[src/rtl/sar_seq_pkg.sv]
package sar_seq_pkg;

  localparam int SAR_BITS    = 12;
  localparam int IDX_W       = $clog2(SAR_BITS);
  localparam int SETTLE_CLKS = 7;
  localparam int EXTRA_CLKS  = SAR_BITS + SETTLE_CLKS;
  localparam int DATA_W      = 32;
  localparam int DATA_LSB    = 16;
  localparam int SIGN_W      = DATA_W - DATA_LSB - SAR_BITS;

  localparam logic [2:0] ADDR_CTRL = 3'd0;
  localparam logic [2:0] ADDR_POS  = 3'd1;
  localparam logic [2:0] ADDR_NEG  = 3'd2;
  localparam logic [2:0] ADDR_STAT = 3'd3;
  localparam logic [2:0] ADDR_DATA = 3'd4;
  localparam logic [2:0] ADDR_SRST = 3'd5;

  typedef enum logic [1:0] {
    MODE_SINGLE = 2'd0,
    MODE_PSEUDO = 2'd1,
    MODE_DIFF   = 2'd2,
    MODE_SPARE  = 2'd3
  } inMode_e;

  typedef struct packed {
    logic             startStb;
    logic             trialActive;
    logic             trialStb;
    logic [IDX_W-1:0] trialIdx;
    logic             writeStb;
    logic             diffMode;
  } seqStrobe_t;

endpackage

[src/rtl/sar_seq_ctrl.sv]
module sar_seq_ctrl
  import sar_seq_pkg::*;
#(
  parameter int ACQ_W    = 8,
  parameter int DIV_W    = 8,
  parameter int CH_W     = 4,
  parameter int TEMP_CH  = 9,
  parameter int TEMP_ACQ = 16,
  parameter int TEMP_DIV = 32
) (
  input  logic             clk,
  input  logic             rstN,
  input  logic             softRst,
  input  logic             convStart,
  input  logic             cfgEnable,
  input  inMode_e          cfgMode,
  input  logic [ACQ_W-1:0] cfgAcq,
  input  logic [DIV_W-1:0] cfgDiv,
  input  logic [CH_W-1:0]  cfgPos,
  output seqStrobe_t       strb,
  output logic             busy,
  output logic             sampleEn
);

  localparam int TICK_W = $clog2((1 << ACQ_W) + EXTRA_CLKS + 1);
  localparam logic [TICK_W-1:0] LAST_OFS  = TICK_W'(EXTRA_CLKS - 1);
  localparam logic [TICK_W-1:0] TRIAL_CNT = TICK_W'(SAR_BITS);

  logic             busyQ;
  logic [DIV_W-1:0] divCnt;
  logic [TICK_W-1:0] tickCnt;
  logic [ACQ_W-1:0] effAcq;
  logic [DIV_W-1:0] effDiv;
  logic             diffQ;

  logic              startOk, isTemp, divTick, lastTick, inAcq, inTrial;
  logic [TICK_W-1:0] acqExt, trialOfs;
  logic [ACQ_W-1:0]  nextAcq;
  logic [DIV_W-1:0]  nextDiv;

  assign isTemp  = (cfgPos == CH_W'(TEMP_CH));
  assign startOk = convStart && cfgEnable && !busyQ;
  assign nextAcq = isTemp ? ACQ_W'(TEMP_ACQ) : ((cfgAcq == '0) ? ACQ_W'(1) : cfgAcq);
  assign nextDiv = isTemp ? DIV_W'(TEMP_DIV) : ((cfgDiv == '0) ? DIV_W'(1) : cfgDiv);

  assign acqExt   = TICK_W'(effAcq);
  assign trialOfs = tickCnt - acqExt;
  assign divTick  = busyQ && (divCnt == effDiv - DIV_W'(1));
  assign lastTick = (tickCnt == acqExt + LAST_OFS);
  assign inAcq    = (tickCnt < acqExt);
  assign inTrial  = !inAcq && (trialOfs < TRIAL_CNT);

  always_ff @(posedge clk or negedge rstN) begin
    if (!rstN) begin
      busyQ   <= 1'b0;
      divCnt  <= '0;
      tickCnt <= '0;
      effAcq  <= '0;
      effDiv  <= DIV_W'(1);
      diffQ   <= 1'b0;
    end else if (softRst) begin
      busyQ   <= 1'b0;
      divCnt  <= '0;
      tickCnt <= '0;
      effAcq  <= '0;
      effDiv  <= DIV_W'(1);
      diffQ   <= 1'b0;
    end else if (startOk) begin
      busyQ   <= 1'b1;
      divCnt  <= '0;
      tickCnt <= '0;
      effAcq  <= nextAcq;
      effDiv  <= nextDiv;
      diffQ   <= (cfgMode == MODE_DIFF);
    end else if (divTick) begin
      divCnt <= '0;
      if (lastTick) busyQ <= 1'b0;
      else          tickCnt <= tickCnt + TICK_W'(1);
    end else if (busyQ) begin
      divCnt <= divCnt + DIV_W'(1);
    end
  end

  always_comb begin
    strb             = '0;
    strb.startStb    = startOk && !softRst;
    strb.trialActive = busyQ && inTrial;
    strb.trialStb    = divTick && inTrial;
    strb.trialIdx    = IDX_W'(SAR_BITS - 1) - IDX_W'(trialOfs);
    strb.writeStb    = divTick && lastTick;
    strb.diffMode    = diffQ;
  end

  assign busy     = busyQ;
  assign sampleEn = busyQ && inAcq;

  assert_busy_from_start_R2: assert property (@(posedge clk) disable iff (!rstN)
    $rose(busyQ) |-> $past(convStart && cfgEnable));

  assert_restart_ignored_R3: assert property (@(posedge clk) disable iff (!rstN)
    (busyQ && convStart && !softRst && !(divTick && lastTick)) |=> (busyQ && (tickCnt != '0 || divCnt != '0)));

  assert_temp_timing_R5: assert property (@(posedge clk) disable iff (!rstN)
    (startOk && !softRst && cfgPos == CH_W'(TEMP_CH)) |=> (effDiv == DIV_W'(TEMP_DIV) && effAcq == ACQ_W'(TEMP_ACQ)));

  assert_timing_held_R12: assert property (@(posedge clk) disable iff (!rstN)
    (busyQ && !softRst) |=> ($stable(effAcq) && $stable(effDiv) && $stable(diffQ)));

  assert_trial_in_busy_R6: assert property (@(posedge clk) disable iff (!rstN)
    strb.trialStb |-> (busyQ && !sampleEn));

endmodule

[src/rtl/sar_seq_dp.sv]
module sar_seq_dp
  import sar_seq_pkg::*;
#(
  parameter int ACQ_W = 8,
  parameter int DIV_W = 8,
  parameter int CH_W  = 4
) (
  input  logic               clk,
  input  logic               rstN,
  input  logic               regWrEn,
  input  logic               regRdEn,
  input  logic [2:0]         regAddr,
  input  logic [DATA_W-1:0]  regWrData,
  output logic [DATA_W-1:0]  regRdData,
  input  seqStrobe_t         strb,
  input  logic               cmpIn,
  output logic               softRst,
  output logic               cfgEnable,
  output inMode_e            cfgMode,
  output logic [ACQ_W-1:0]   cfgAcq,
  output logic [DIV_W-1:0]   cfgDiv,
  output logic [CH_W-1:0]    cfgPos,
  output logic [CH_W-1:0]    cfgNeg,
  output logic [SAR_BITS-1:0] trialCode,
  output logic               ready
);

  localparam logic [ACQ_W-1:0] ACQ_RST = ACQ_W'(8);
  localparam logic [DIV_W-1:0] DIV_RST = DIV_W'(2);
  localparam logic [SAR_BITS-1:0] MID_CODE = SAR_BITS'(1) << (SAR_BITS - 1);

  logic               enQ;
  inMode_e            modeQ;
  logic [ACQ_W-1:0]   acqQ;
  logic [DIV_W-1:0]   divQ;
  logic [CH_W-1:0]    posQ, negQ;
  logic               readyQ;
  logic [DATA_W-1:0]  dataQ;
  logic [SAR_BITS-1:0] sarQ;

  logic                wrCtrl, wrPos, wrNeg, rdData;
  logic [SAR_BITS-1:0] trialBit, outCode;
  logic [DATA_W-1:0]   fmtWord;

  assign softRst = regWrEn && (regAddr == ADDR_SRST);
  assign wrCtrl  = regWrEn && (regAddr == ADDR_CTRL);
  assign wrPos   = regWrEn && (regAddr == ADDR_POS);
  assign wrNeg   = regWrEn && (regAddr == ADDR_NEG);
  assign rdData  = regRdEn && (regAddr == ADDR_DATA);

  assign trialBit  = SAR_BITS'(1) << strb.trialIdx;
  assign trialCode = strb.trialActive ? (sarQ | trialBit) : sarQ;

  assign outCode = strb.diffMode ? (sarQ ^ MID_CODE) : sarQ;
  assign fmtWord = {{SIGN_W{strb.diffMode & outCode[SAR_BITS-1]}}, outCode, {DATA_LSB{1'b0}}};

  always_ff @(posedge clk or negedge rstN) begin
    if (!rstN) begin
      enQ   <= 1'b0;
      modeQ <= MODE_SINGLE;
      acqQ  <= ACQ_RST;
      divQ  <= DIV_RST;
      posQ  <= '0;
      negQ  <= '0;
    end else if (softRst) begin
      enQ   <= 1'b0;
      modeQ <= MODE_SINGLE;
      acqQ  <= ACQ_RST;
      divQ  <= DIV_RST;
      posQ  <= '0;
      negQ  <= '0;
    end else begin
      if (wrCtrl) begin
        enQ   <= regWrData[0];
        modeQ <= inMode_e'(regWrData[2:1]);
        acqQ  <= regWrData[4 +: ACQ_W];
        divQ  <= regWrData[16 +: DIV_W];
      end
      if (wrPos) posQ <= regWrData[CH_W-1:0];
      if (wrNeg) negQ <= regWrData[CH_W-1:0];
    end
  end

  always_ff @(posedge clk or negedge rstN) begin
    if (!rstN) begin
      sarQ   <= '0;
      dataQ  <= '0;
      readyQ <= 1'b0;
    end else if (softRst) begin
      sarQ   <= '0;
      dataQ  <= '0;
      readyQ <= 1'b0;
    end else begin
      if (strb.startStb)
        sarQ <= '0;
      else if (strb.trialStb && cmpIn)
        sarQ <= sarQ | trialBit;
      if (strb.writeStb) begin
        dataQ  <= fmtWord;
        readyQ <= 1'b1;
      end else if (rdData) begin
        readyQ <= 1'b0;
      end
    end
  end

  always_comb begin
    regRdData = '0;
    case (regAddr)
      ADDR_CTRL: begin
        regRdData[0]          = enQ;
        regRdData[2:1]        = modeQ;
        regRdData[4 +: ACQ_W] = acqQ;
        regRdData[16 +: DIV_W] = divQ;
      end
      ADDR_POS:  regRdData[CH_W-1:0] = posQ;
      ADDR_NEG:  regRdData[CH_W-1:0] = negQ;
      ADDR_STAT: regRdData[0] = readyQ;
      ADDR_DATA: regRdData = dataQ;
      default:   regRdData = '0;
    endcase
  end

  assign cfgEnable = enQ;
  assign cfgMode   = modeQ;
  assign cfgAcq    = acqQ;
  assign cfgDiv    = divQ;
  assign cfgPos    = posQ;
  assign cfgNeg    = negQ;
  assign ready     = readyQ;

  assert_ready_on_end_R9: assert property (@(posedge clk) disable iff (!rstN)
    (strb.writeStb && !softRst) |=> readyQ);

  assert_read_clears_R10: assert property (@(posedge clk) disable iff (!rstN)
    (rdData && !strb.writeStb && !softRst) |=> !readyQ);

  assert_binary_pad_R7: assert property (@(posedge clk) disable iff (!rstN)
    (strb.writeStb && !softRst && !strb.diffMode) |=> (dataQ[DATA_W-1 -: SIGN_W] == '0 && dataQ[DATA_LSB-1:0] == '0));

  assert_sign_copy_R8: assert property (@(posedge clk) disable iff (!rstN)
    (strb.writeStb && !softRst && strb.diffMode) |=> (dataQ[DATA_W-1] == dataQ[DATA_LSB+SAR_BITS-1]));

  assert_reset_clears_R11: assert property (@(posedge clk) disable iff (!rstN)
    softRst |=> (!readyQ && !enQ && dataQ == '0));

endmodule

[src/rtl/sar_conv_seq.sv]
module sar_conv_seq
  import sar_seq_pkg::*;
#(
  parameter int ACQ_W    = 8,
  parameter int DIV_W    = 8,
  parameter int CH_W     = 4,
  parameter int TEMP_CH  = 9,
  parameter int TEMP_ACQ = 16,
  parameter int TEMP_DIV = 32
) (
  input  logic        clk,
  input  logic        rstN,
  input  logic        regWrEn,
  input  logic        regRdEn,
  input  logic [2:0]  regAddr,
  input  logic [31:0] regWrData,
  output logic [31:0] regRdData,
  input  logic        convStart,
  input  logic        cmpIn,
  output logic [11:0] trialCode,
  output logic        sampleEn,
  output logic        busy,
  output logic        irq,
  output logic [3:0]  chanPos,
  output logic [3:0]  chanNeg
);

  seqStrobe_t       strb;
  logic             softRst, cfgEnable, ready;
  inMode_e          cfgMode;
  logic [ACQ_W-1:0] cfgAcq;
  logic [DIV_W-1:0] cfgDiv;
  logic [CH_W-1:0]  cfgPos, cfgNeg;

  sar_seq_ctrl #(
    .ACQ_W(ACQ_W), .DIV_W(DIV_W), .CH_W(CH_W),
    .TEMP_CH(TEMP_CH), .TEMP_ACQ(TEMP_ACQ), .TEMP_DIV(TEMP_DIV)
  ) i_ctrl (
    .clk(clk), .rstN(rstN), .softRst(softRst), .convStart(convStart),
    .cfgEnable(cfgEnable), .cfgMode(cfgMode), .cfgAcq(cfgAcq), .cfgDiv(cfgDiv),
    .cfgPos(cfgPos), .strb(strb), .busy(busy), .sampleEn(sampleEn)
  );

  sar_seq_dp #(
    .ACQ_W(ACQ_W), .DIV_W(DIV_W), .CH_W(CH_W)
  ) i_dp (
    .clk(clk), .rstN(rstN), .regWrEn(regWrEn), .regRdEn(regRdEn),
    .regAddr(regAddr), .regWrData(regWrData), .regRdData(regRdData),
    .strb(strb), .cmpIn(cmpIn), .softRst(softRst), .cfgEnable(cfgEnable),
    .cfgMode(cfgMode), .cfgAcq(cfgAcq), .cfgDiv(cfgDiv), .cfgPos(cfgPos),
    .cfgNeg(cfgNeg), .trialCode(trialCode), .ready(ready)
  );

  assign irq     = ready;
  assign chanPos = 4'(cfgPos);
  assign chanNeg = 4'(cfgNeg);

endmodule

[config.mk]
export PLATFORM = sky130hd
export DESIGN_NAME = sar_conv_seq
export DESIGN_NICKNAME = d
export VERILOG_FILES = /design/src/rtl/sar_seq_pkg.sv /design/src/rtl/sar_seq_ctrl.sv /design/src/rtl/sar_seq_dp.sv /design/src/rtl/sar_conv_seq.sv
export SDC_FILE = /design/constraint.sdc
export NUM_CORES = 1
export LEC_CHECK = 0
export CAP_MARGIN = 40
export CORE_AREA = 2 2 82 143
export DETAILED_ROUTE_END_ITERATION = 10
export DIE_AREA = 0 0 84 145
export PLACE_DENSITY = 0.81
export SYNTH_ARGS = -nofsm -noshare
export SYNTH_HDL_FRONTEND = slang
export SYNTH_SLANG_ARGS = --single-unit
export TNS_END_PERCENT = 50
[constraint.sdc]
create_clock -name clk -period 3.3 [get_ports clk]
set_input_delay 0.495 -clock clk [delete_from_list [all_inputs] [get_ports clk]]
set_output_delay 0.495 -clock clk [all_outputs]
set_load 0.02 [all_outputs]
# After elaboration in Yosys (flattened, before gate mapping)
# Index checks and enable logic that the tools add are counted.
# Widths: inputs -> output; s select.
[word_totals]
output_inout_bits = 55
regBits = 107
wordCells = 121
[classes]
mux = 51
reduce_logical = 33
n_addsub = 6
n_eq_ne = 10
shifts = 1
n_bitwise = 3
order_cmp = 2
[ops]
columns = ["cell", "n"]
rows = [
  ["$mux 8", 17],
  ["$mux 32", 2],
  ["$mux 12", 5],
  ["$mux 9", 4],
  ["$pmux 8 s2", 2],
  ["$mux 4", 5],
  ["$logic_not 8->1", 2],
  ["$logic_and 1x1->1", 15],
  ["$or 12x12->12", 1],
  ["$reduce_bool 3->1", 4],
  ["$shl 1x4->12 const A", 1],
  ["$mux 1", 11],
  ["$reduce_bool 2->1", 5],
  ["$add 8x5->9 const B", 1],
  ["$add 9x1->9 const B", 1],
  ["$eq 9x9->1", 1],
  ["$lt 9x4->1 const B", 1],
  ["$lt 9x8->1", 1],
  ["$sub 9x8->9", 1],
  ["$add 8x1->8 const B", 1],
  ["$eq 8x8->1", 1],
  ["$pmux 2 s4", 1],
  ["$sub 8x1->8 const B", 1],
  ["$eq 3x2->1 const B", 2],
  ["15 further kinds", 20],
]

# Depth between registers and ports, before layout
# Gate-level depths: netlist (run 1).
[logic_depth]
ltp_word = 8
ltp_mapped = 12
depth_no_buf = 11

# Hierarchy
# From an unflattened synthesis (run 1), not the netlist that was laid out.
[unflattened]
cells_unflattened = 541
hier_area_um2 = 5162.5
[by_module_without_submodules]
columns = ["module", "n_inst", "cells_per_inst", "seq_area_each_um2", "area_each_um2"]
rows = [
  ["sar_seq_dp", 1, 250, 1328.8, 2625.0],
  ["sar_seq_ctrl", 1, 291, 877.1, 2537.4],
]

# Worst setup path before layout (run 1)
# OpenSTA, ideal clock, no wires.
[synth_path]
kind = "reg2out"
startpoint = "register i_ctrl.tickCnt[0]"
endpoint = "output trialCode[5]"
t_arrival_ps = 3177
stages_incl_launch_ff = 13
n_path_buf = 1
setup_slack_ps = -372
required_time_ps = 2805
cell_sequence = "dfrtp_1 > inv_1 > ha_1 > inv_1 > fa_1 > a21o_1 > a21oi_1 > xnor2_1 > a211oi_1 > o221ai_1 > or3_1 > clkbuf_1 > o41ai_1"
[synth_via]
elab_chain_len = 5
[synth_rtl]
columns = ["item", "line", "text"]
rows = [
  ["start: declaration", "sar_seq_ctrl.sv:31", "logic [TICK_W-1:0] tickCnt;"],
  ["start signal: assignment", "sar_seq_ctrl.sv:78", "else tickCnt <= tickCnt + TICK_W'(1);"],
  ["$sub 9x8->9 or $lt 9x8->1 (tied branches)", "sar_seq_ctrl.sv:47, sar_seq_ctrl.sv:50", ""],
  ["$lt 9x4->1 (tied with other cells)", "sar_seq_ctrl.sv:51", "assign inTrial = !inAcq && (trialOfs < TRIAL_CNT);"],
  ["$logic_and 1x1->1 or $shl 1x4->12 (tied branches)", "sar_seq_ctrl.sv:51, sar_seq_dp.sv:51", ""],
  ["$logic_and 1x1->1 or $or 12x12->12 (tied branches)", "sar_seq_ctrl.sv:87, sar_seq_dp.sv:52", ""],
  ["$mux 12 (*)", "sar_seq_dp.sv:52", "assign trialCode = strb.trialActive ? (sarQ | trialBit) : sarQ;"],
  ["end: declaration", "sar_conv_seq.sv:20", "output logic [11:0] trialCode,"],
]
# Every way passes the cells marked *; elsewhere a longest branch is shown, timed or not.

# Worst setup path in the final report (run 1)
# Same ends and word-level chain as after synthesis.

==> impl_metrics.env, run 1 <==
export IMPL_wl_met2_um=8677
export IMPL_grt_util_all_layers=0.2600
export IMPL_multi_input_area_um2=2791
export IMPL_drive_gt1_frac=0.1780
export IMPL_ios=96
export IMPL_synth_ff_type="dfrtp_1"
export IMPL_core_area_um2=11040
export IMPL_r2r_slack_ns=0.19
export IMPL_failed_checks="setup timing"
export IMPL_rows=51
export IMPL_seq_area_frac_synth=0.4257
export IMPL_numCtsBuffers=9
export IMPL_dieArea_um2=12180
export IMPL_antenna_found_initial=0
export IMPL_yosysWarningCount=0
export IMPL_hp_class="in2async"
export IMPL_slew_violations=0
export IMPL_required_ns=2.80
export IMPL_r2r_start="i_ctrl.tickCnt[0]"
export IMPL_synthArstFlopShare=1.000
export IMPL_stdcell_area_um2=6778
export IMPL_critPathKind="reg2out"
export IMPL_antennaDiodeCount=0
export IMPL_finalSetupViolations=12
export IMPL_syn_to_final_growth_pct=30.81
export IMPL_post_dp_hpwl_um=11800
export IMPL_clk_pin_slew_ns=0.07
export IMPL_tritoncts="yes"
export IMPL_fin_nets=724
export IMPL_dieWidth_um=84
export IMPL_cp_start_kind="flop"
export IMPL_clock_sinks=88
export IMPL_worst_pin_slew_ns=0.7689
export IMPL_rsz0062_at_grt="yes"
export IMPL_gp_congestion=0.9404
export IMPL_grt_ovfl_total=0
export IMPL_power_density_nw_per_um2=677.9
export IMPL_wl_per_cell_um=19.99
export IMPL_maxCapViolations=0
export IMPL_place_area_um2=6380
export IMPL_p_leak_nw=3.061
export IMPL_m1WireLength_um=5666
export IMPL_status="finished, violations left"
export IMPL_clock_root_buffer="clkbuf_16"
export IMPL_endpoint_kind="primary output"
export IMPL_regArea_um2=2206
export IMPL_route_met3_wl_um=773
export IMPL_synth_area_um2=5181
export IMPL_worstPathArrival_ns=3.11
export IMPL_skew_ns=0.007007
export IMPL_die_h_um=145
export IMPL_ant_nets=0
export IMPL_reg2reg_depth=13
export IMPL_port_buffers=79
export IMPL_reg2reg_to="i_dp.sarQ[10]"
export IMPL_syn_area_per_cell_um2=9.302
export IMPL_htree_levels=3
export IMPL_dr_total_vias=5022
export IMPL_drtIter0Drc=334
export IMPL_remaining_drc_errors=0
export IMPL_grt_pass1_vias=5036
export IMPL_yosysUniqueCellTypes=66
export IMPL_syn_inst=557
export IMPL_period_needed_ns=3.604
export IMPL_synth_seq_cells=88
export IMPL_fin_tns_setup_ns=-2.703
export IMPL_start_util=0.4693
export IMPL_layout_setup_ws_ns=-0.3044
export IMPL_critPathMaxFanout=2
export IMPL_clk_latency_ns=0.34
export IMPL_viasPerCell=6.231
export IMPL_clock_fmax_mhz=277.4
export IMPL_finalHoldViolCount=0
export IMPL_grt_max_degree=62
export IMPL_clock_path_buffers=2
export IMPL_topRoutingLayerUsed="met4"
export IMPL_post_route_period_util=1.092
export IMPL_fillers=873
export IMPL_slew_headroom=0.4874
export IMPL_synth_edff_count=0
export IMPL_drt_pass1_iterations=5
export IMPL_wl_um=16110
export IMPL_ir_worst_vdd_v=0.0005589
export IMPL_grt_pass1_wl_um=25320
export IMPL_cts_hold_buf=0
## cell usage after synthesis, types with 3 or more instances
library cell	count	area, µm²
buf_4	7	52.55
and3_1	8	50.05
nand3_1	21	105.1
nor2_1	34	127.6
nand2b_1	10	62.56
o41ai_2	4	65.06
a31o_2	4	35.03
dfrtp_1	85	2127
clkbuf_1	25	93.84
xor2_1	8	70.07
nand3b_1	7	52.55
buf_2	3	15.01
o41ai_1	6	52.55
a21o_1	4	30.03
nor2b_1	4	25.02
a21oi_1	23	115.1
o211ai_1	3	22.52
nand2_1	65	244.0
nor4_1	10	62.56
a22o_1	31	271.5
inv_1	20	75.07
nand4_1	10	62.56
o22ai_1	5	31.28
and2_1	15	93.84
mux2i_1	5	50.05
a41o_1	6	60.06
ha_1	13	162.7
a31oi_1	3	18.77
o21ai_0	32	160.2
dfstp_2	3	78.83
xnor2_1	21	183.9
or3_1	5	31.28
nor3_1	10	50.05
nor3b_1	5	37.54
## per-layer routing
metal / vias to the layer above / track usage
met4: 0 / 0.1613
met3: 72 / 0.04152
met1: 2473 / 0.2705
li1: 2252 / -
met2: 225 / 0.4752
met5: - / 0
## per-stage QoR
step	util	worst slack, ns	total power [W]	hold WS [ns]	cells
6_report	0.6140	-0.3044	0.004595	0.2164	806
5_1_grt	0.6140	-0.4948	0.004807	0.2834	806
4_1_cts	0.6059	-0.1325	0.004485	0.2378	803
3_5_place_dp	0.5779	-0.3902	0.003373	0.4748	785
3_3_place_gp	0.5779	-0.3653	0.003291	0.4576	785
2_1_floorplan	-	-0.02701	0.002630	0.1994	560
## layout make-up
class,instances,area share
Clock buffer,9,0.03323
Tap cell,132,0.02437
Inverter,20,0.01108
Clock inverter,7,0.01255
Timing Repair Buffer,136,0.1815
Multi-Input combinational cell,414,0.4119
Sequential cell,88,0.3255
## sequential cells by signal, summed over array words and instances (netlist names), 8 cells and up
signal,flops
i_ctrl.divCnt,8
i_ctrl.effAcq,8
i_ctrl.effDiv,8
i_ctrl.tickCnt,9
i_dp.cfgAcq,8
i_dp.cfgDiv,8
i_dp.dataQ,13
i_dp.sarQ,12
## where the power goes
group          internal, W  switching, W
Combinational     0.000904       0.00115
Sequential         0.00125      0.000220
Clock             0.000605      0.000465
## critical path: stages (launching register included)
cell and delay, ns:
dfrtp_1 0.38, inv_1 0.06, ha_2 0.18, inv_2 0.04
fa_2 0.35, a21o_1 0.20, a21oi_2 0.14, xnor2_1 0.09
a211oi_1 0.31, o221ai_1 0.23, or3_4 0.40, o41ai_4 0.20
buf_4 0.19
## how the worst max path moves through the flow
stage | from | end | slack [ns] | cells past startpoint
detailed placement | i_ctrl.tickCnt[0] | trialCode[11] | -0.39 | 13
finish | i_ctrl.tickCnt[0] | trialCode[5] | -0.30 | 12
global route | i_ctrl.tickCnt[0] | trialCode[5] | -0.49 | 12
global placement | i_ctrl.tickCnt[0] | trialCode[11] | -0.37 | 13
floorplan | i_ctrl.tickCnt[0] | trialCode[5] | -0.03 | 12
CTS | i_ctrl.tickCnt[0] | trialCode[5] | -0.13 | 12
## cells in the final DEF (no fill, tap or decap), types with 6 or more instances in the layout
cell type and n:
ha_1 12, and2_1 15, and3_1 8, nor4_1 10, xor2_1 8, nand3b_1 7
dfrtp_1 85, buf_6 11, a21oi_1 22, buf_4 59, a41o_1 6, nand2b_1 10
nand4_1 10, a22o_1 31, clkbuf_16 9, inv_1 19, nor3_1 9, o21ai_0 31
nand3_1 21, clkdlybuf4s50_1 65, nor2_1 34, nand2_1 65, xnor2_1 20
## kinds of logic (layout without fill, tap and decap cells)
logic type,after synthesis,count (layout),share of synthesized area
xor gates and xnor gates,29,29,0.04902
buffers and inverters,58,172,0.04926
muxes,6,6,0.01401
other,1,4,0.0007238
DFF,88,88,0.4257
and+or+nand+nor,220,220,0.2229
AOI/OAI and AO/OA,141,141,0.2031
adders and majority gates,14,14,0.03526
## timing repair
action	CTS	global route
buffers inserted	2	2
pin swaps	8	2
setup endpoints to repair	12	14
gates resized for setup	63	18
Note: power is estimated with default switching activity, not from simulation.
==> inputs of run 2 (changes only) <==
--- a/config.mk
+++ b/config.mk
@@ -5,11 +5,12 @@
 export SDC_FILE = /design/constraint.sdc
 export NUM_CORES = 1
 export LEC_CHECK = 0
+export ABC_AREA = 1
 export CAP_MARGIN = 40
-export CORE_AREA = 2 2 82 143
+export CORE_AREA = 2 2 84 146
 export DETAILED_ROUTE_END_ITERATION = 10
-export DIE_AREA = 0 0 84 145
-export PLACE_DENSITY = 0.81
+export DIE_AREA = 0 0 86 148
+export PLACE_DENSITY = 0.8
 export SYNTH_ARGS = -nofsm -noshare
 export SYNTH_HDL_FRONTEND = slang
 export SYNTH_SLANG_ARGS = --single-unit
==> run 2 against run 1 <==
The flow now finishes without violations; clock skew is 0.0025 ns higher; clock power shrank 5%; die area up 4.5%; via count up 7.0%; clock-buffer cell count is 1 higher; synthesized cell count grew 37%; hold slack lost 0.0045 ns; critical path depth rose by 4; sequential share of layout area increased by 0.63 points; total power up 10%; non-clock buffer count shrank 39; first-iteration DRC count decreased by 16%.
==> impl_metrics.env, run 2 <==
export IMPL_status="finished clean"
export IMPL_synth_most_common_cell="nand2_1"
export IMPL_fin_nets=902
export IMPL_critPathKind="reg2out"
export IMPL_grt_ovfl_total=0
export IMPL_r2r_slack_ns=0.82
export IMPL_remaining_drc_errors=0
export IMPL_numCtsBuffers=9
export IMPL_dieWidth_um=86
export IMPL_maxCapViolations=0
export IMPL_synth_ff_type="dfrtp_1"
export IMPL_worstPathArrival_ns=2.71
export IMPL_endpoint_kind="primary output"
export IMPL_grt_util_all_layers=0.2565
export IMPL_grt_max_degree=56
export IMPL_fillers=1023
export IMPL_synth_area_leaders="dfrtp_1 (40%), nand2_1 (15%), nand3_1 (9.3%), inv_1 (7.7%), nor2_1 (4.3%)"
export IMPL_power_density_nw_per_um2=760.6
export IMPL_multi_input_area_um2=2658
export IMPL_fin_tns_setup_ns=0
export IMPL_stdcell_area_um2=6653
export IMPL_synthArstFlopShare=1.000
export IMPL_syn_area_per_cell_um2=7.062
export IMPL_die_h_um=148
export IMPL_syn_inst=762
export IMPL_grt_pass1_wl_um=25540
export IMPL_ir_worst_vdd_v=0.0005315
export IMPL_clock_root_buffer="clkbuf_16"
export IMPL_post_cts_buffers=0
export IMPL_post_route_period_util=0.9715
export IMPL_mostFrequentLayoutCells="nand2_1 (206), inv_1 (111), nand3_1 (100)"
export IMPL_skew_ns=0.009504
export IMPL_wl_um=15570
export IMPL_required_ns=2.80
export IMPL_port_buffers=79
export IMPL_slew_headroom=0.4831
export IMPL_period_needed_ns=3.206
export IMPL_seq_area_frac_synth=0.4099
export IMPL_cp_start_kind="flop"
export IMPL_clock_sinks=88
export IMPL_drtIter0Drc=280
export IMPL_synth_edff_count=0
export IMPL_p_leak_nw=3.333
export IMPL_final_common_cell="nand2_1"
export IMPL_core_area_um2=11520
export IMPL_post_dp_hpwl_um=11860
export IMPL_drive_gt1_frac=0.08451
export IMPL_dieArea_um2=12730
export IMPL_synth_commonest_cells="nand2_1 (208), inv_1 (111), nand3_1 (100)"
export IMPL_regArea_um2=2207
export IMPL_tritoncts="yes"
export IMPL_ant_nets=0
export IMPL_hp_class="in2async"
export IMPL_syn_to_final_growth_pct=23.62
export IMPL_yosysWarningCount=0
export IMPL_wl_per_cell_um=15.78
export IMPL_dr_total_vias=5376
export IMPL_viasPerCell=5.447
export IMPL_ios=96
export IMPL_rsz0062_at_grt="yes"
export IMPL_stdcell_count=987
export IMPL_clock_fmax_mhz=311.9
export IMPL_biggestRegsByFlops="i_dp.dataQ x13, i_dp.sarQ x12, i_ctrl.tickCnt x9"
export IMPL_gp_congestion=0.9312
export IMPL_worst_pin_slew_ns=0.7753
export IMPL_synth_top_area_cell="dfrtp_1"
export IMPL_clock_path_buffers=2
export IMPL_place_inst=971
export IMPL_antennaDiodeCount=0
export IMPL_layout_setup_ws_ns=0.09405
export IMPL_synth_seq_cells=88
export IMPL_clk_latency_ns=0.34
export IMPL_finalSetupViolations=0
export IMPL_detailedPlace_worstSlack_ns=0.02325
export IMPL_place_area_um2=6361
export IMPL_slew_violations=0
export IMPL_largest_reg_flops=13
export IMPL_yosysUniqueCellTypes=41
export IMPL_antenna_found_initial=0
export IMPL_finalHoldViolCount=0
export IMPL_htree_levels=3
export IMPL_rows=52
export IMPL_grt_pass1_vias=5314
export IMPL_clk_pin_slew_ns=0.07
export IMPL_critPathMaxFanout=24
export IMPL_top_register="i_dp.dataQ"
export IMPL_start_util=0.4673
export IMPL_synth_area_um2=5381
export IMPL_drt_pass1_iterations=5
export IMPL_cts_hold_buf=0
export IMPL_synth_top_area_frac=0.3953
## run 2: power breakdown
group          internal (W)  switching [W]  total [W]
clock              0.000591       0.000430    0.00102
sequential          0.00129       0.000229    0.00152
combinational      0.000886        0.00164    0.00252
total               0.00276        0.00230    0.00506
## run 2: layout make-up
type                    instances  area share
repair buffers                 97      0.1343
clock inverters                 6     0.01034
clock buffers                  10     0.03442
multi-input cells             537      0.3995
inverters                     114     0.06432
flip-flops and latches         88      0.3318
well taps                     135     0.02539
## run 2: path summary, 6_finish.rpt
check	startpoint	end	cells past startpoint
setup / recovery	i_ctrl.effAcq[3]	trialCode[2]	16
hold reg to reg	i_dp.cfgMode[1]	i_dp.cfgMode[1]	2
setup reg to reg	i_ctrl.effAcq[0]	i_ctrl.tickCnt[4]	12
max in group asynchronous	rstN	i_ctrl.effDiv[0]	2
min in group clk	i_dp.cfgMode[1]	i_dp.cfgMode[1]	2
hold / removal	rstN	i_dp.cfgPos[1]	1
## run 2: routing by layer
metal  vias to the layer above  share of wire  GRT usage
li1                       2611              -          -
met1                      2514           0.35     0.2751
met2                       186           0.52     0.4516
met3                        65          0.044    0.02959
met4                         0          0.080     0.1881
met5                         -              0          0
## run 2: metrics by stage
step,total power [W],util,hold slack (ns)
2_1_floorplan,0.003198,-,0.1994
3_3_place_gp,0.003832,0.5524,0.4694
3_5_place_dp,0.003883,0.5524,0.4736
4_1_cts,0.004981,0.5789,0.2379
5_1_grt,0.005448,0.5777,0.2657
6_report,0.005060,0.5777,0.2119
## run 2: worst max-delay path, cell delays in order (launching register included)
cell	delay, ns
dfrtp_1	0.42
inv_1	0.11
ha_1	0.37
nand2_1	0.07
nand2_1	0.10
inv_1	0.06
nand2_1	0.08
nand2_1	0.06
nand2_1	0.05
nand2_1	0.05
inv_1	0.04
nand3_1	0.09
nor2_2	0.19
buf_12	0.18
nand3_1	0.08
nand2_1	0.10
clkdlybuf4s15_1	0.31
## run 2: what timing repair did
item,in CTS,in global routing
setup endpoints to repair,12,12
resized for setup,16,32
endpoints found under the hold margin,0,0
## run 2: cells by family after synthesis
group	share of synthesized area
simple gates	0.3329
buf+inv	0.1072
compound gates	0.08928
flops	0.4099
xor+xnor	0.02604
fa+ha+maj	0.03395
other cells	0.0006968
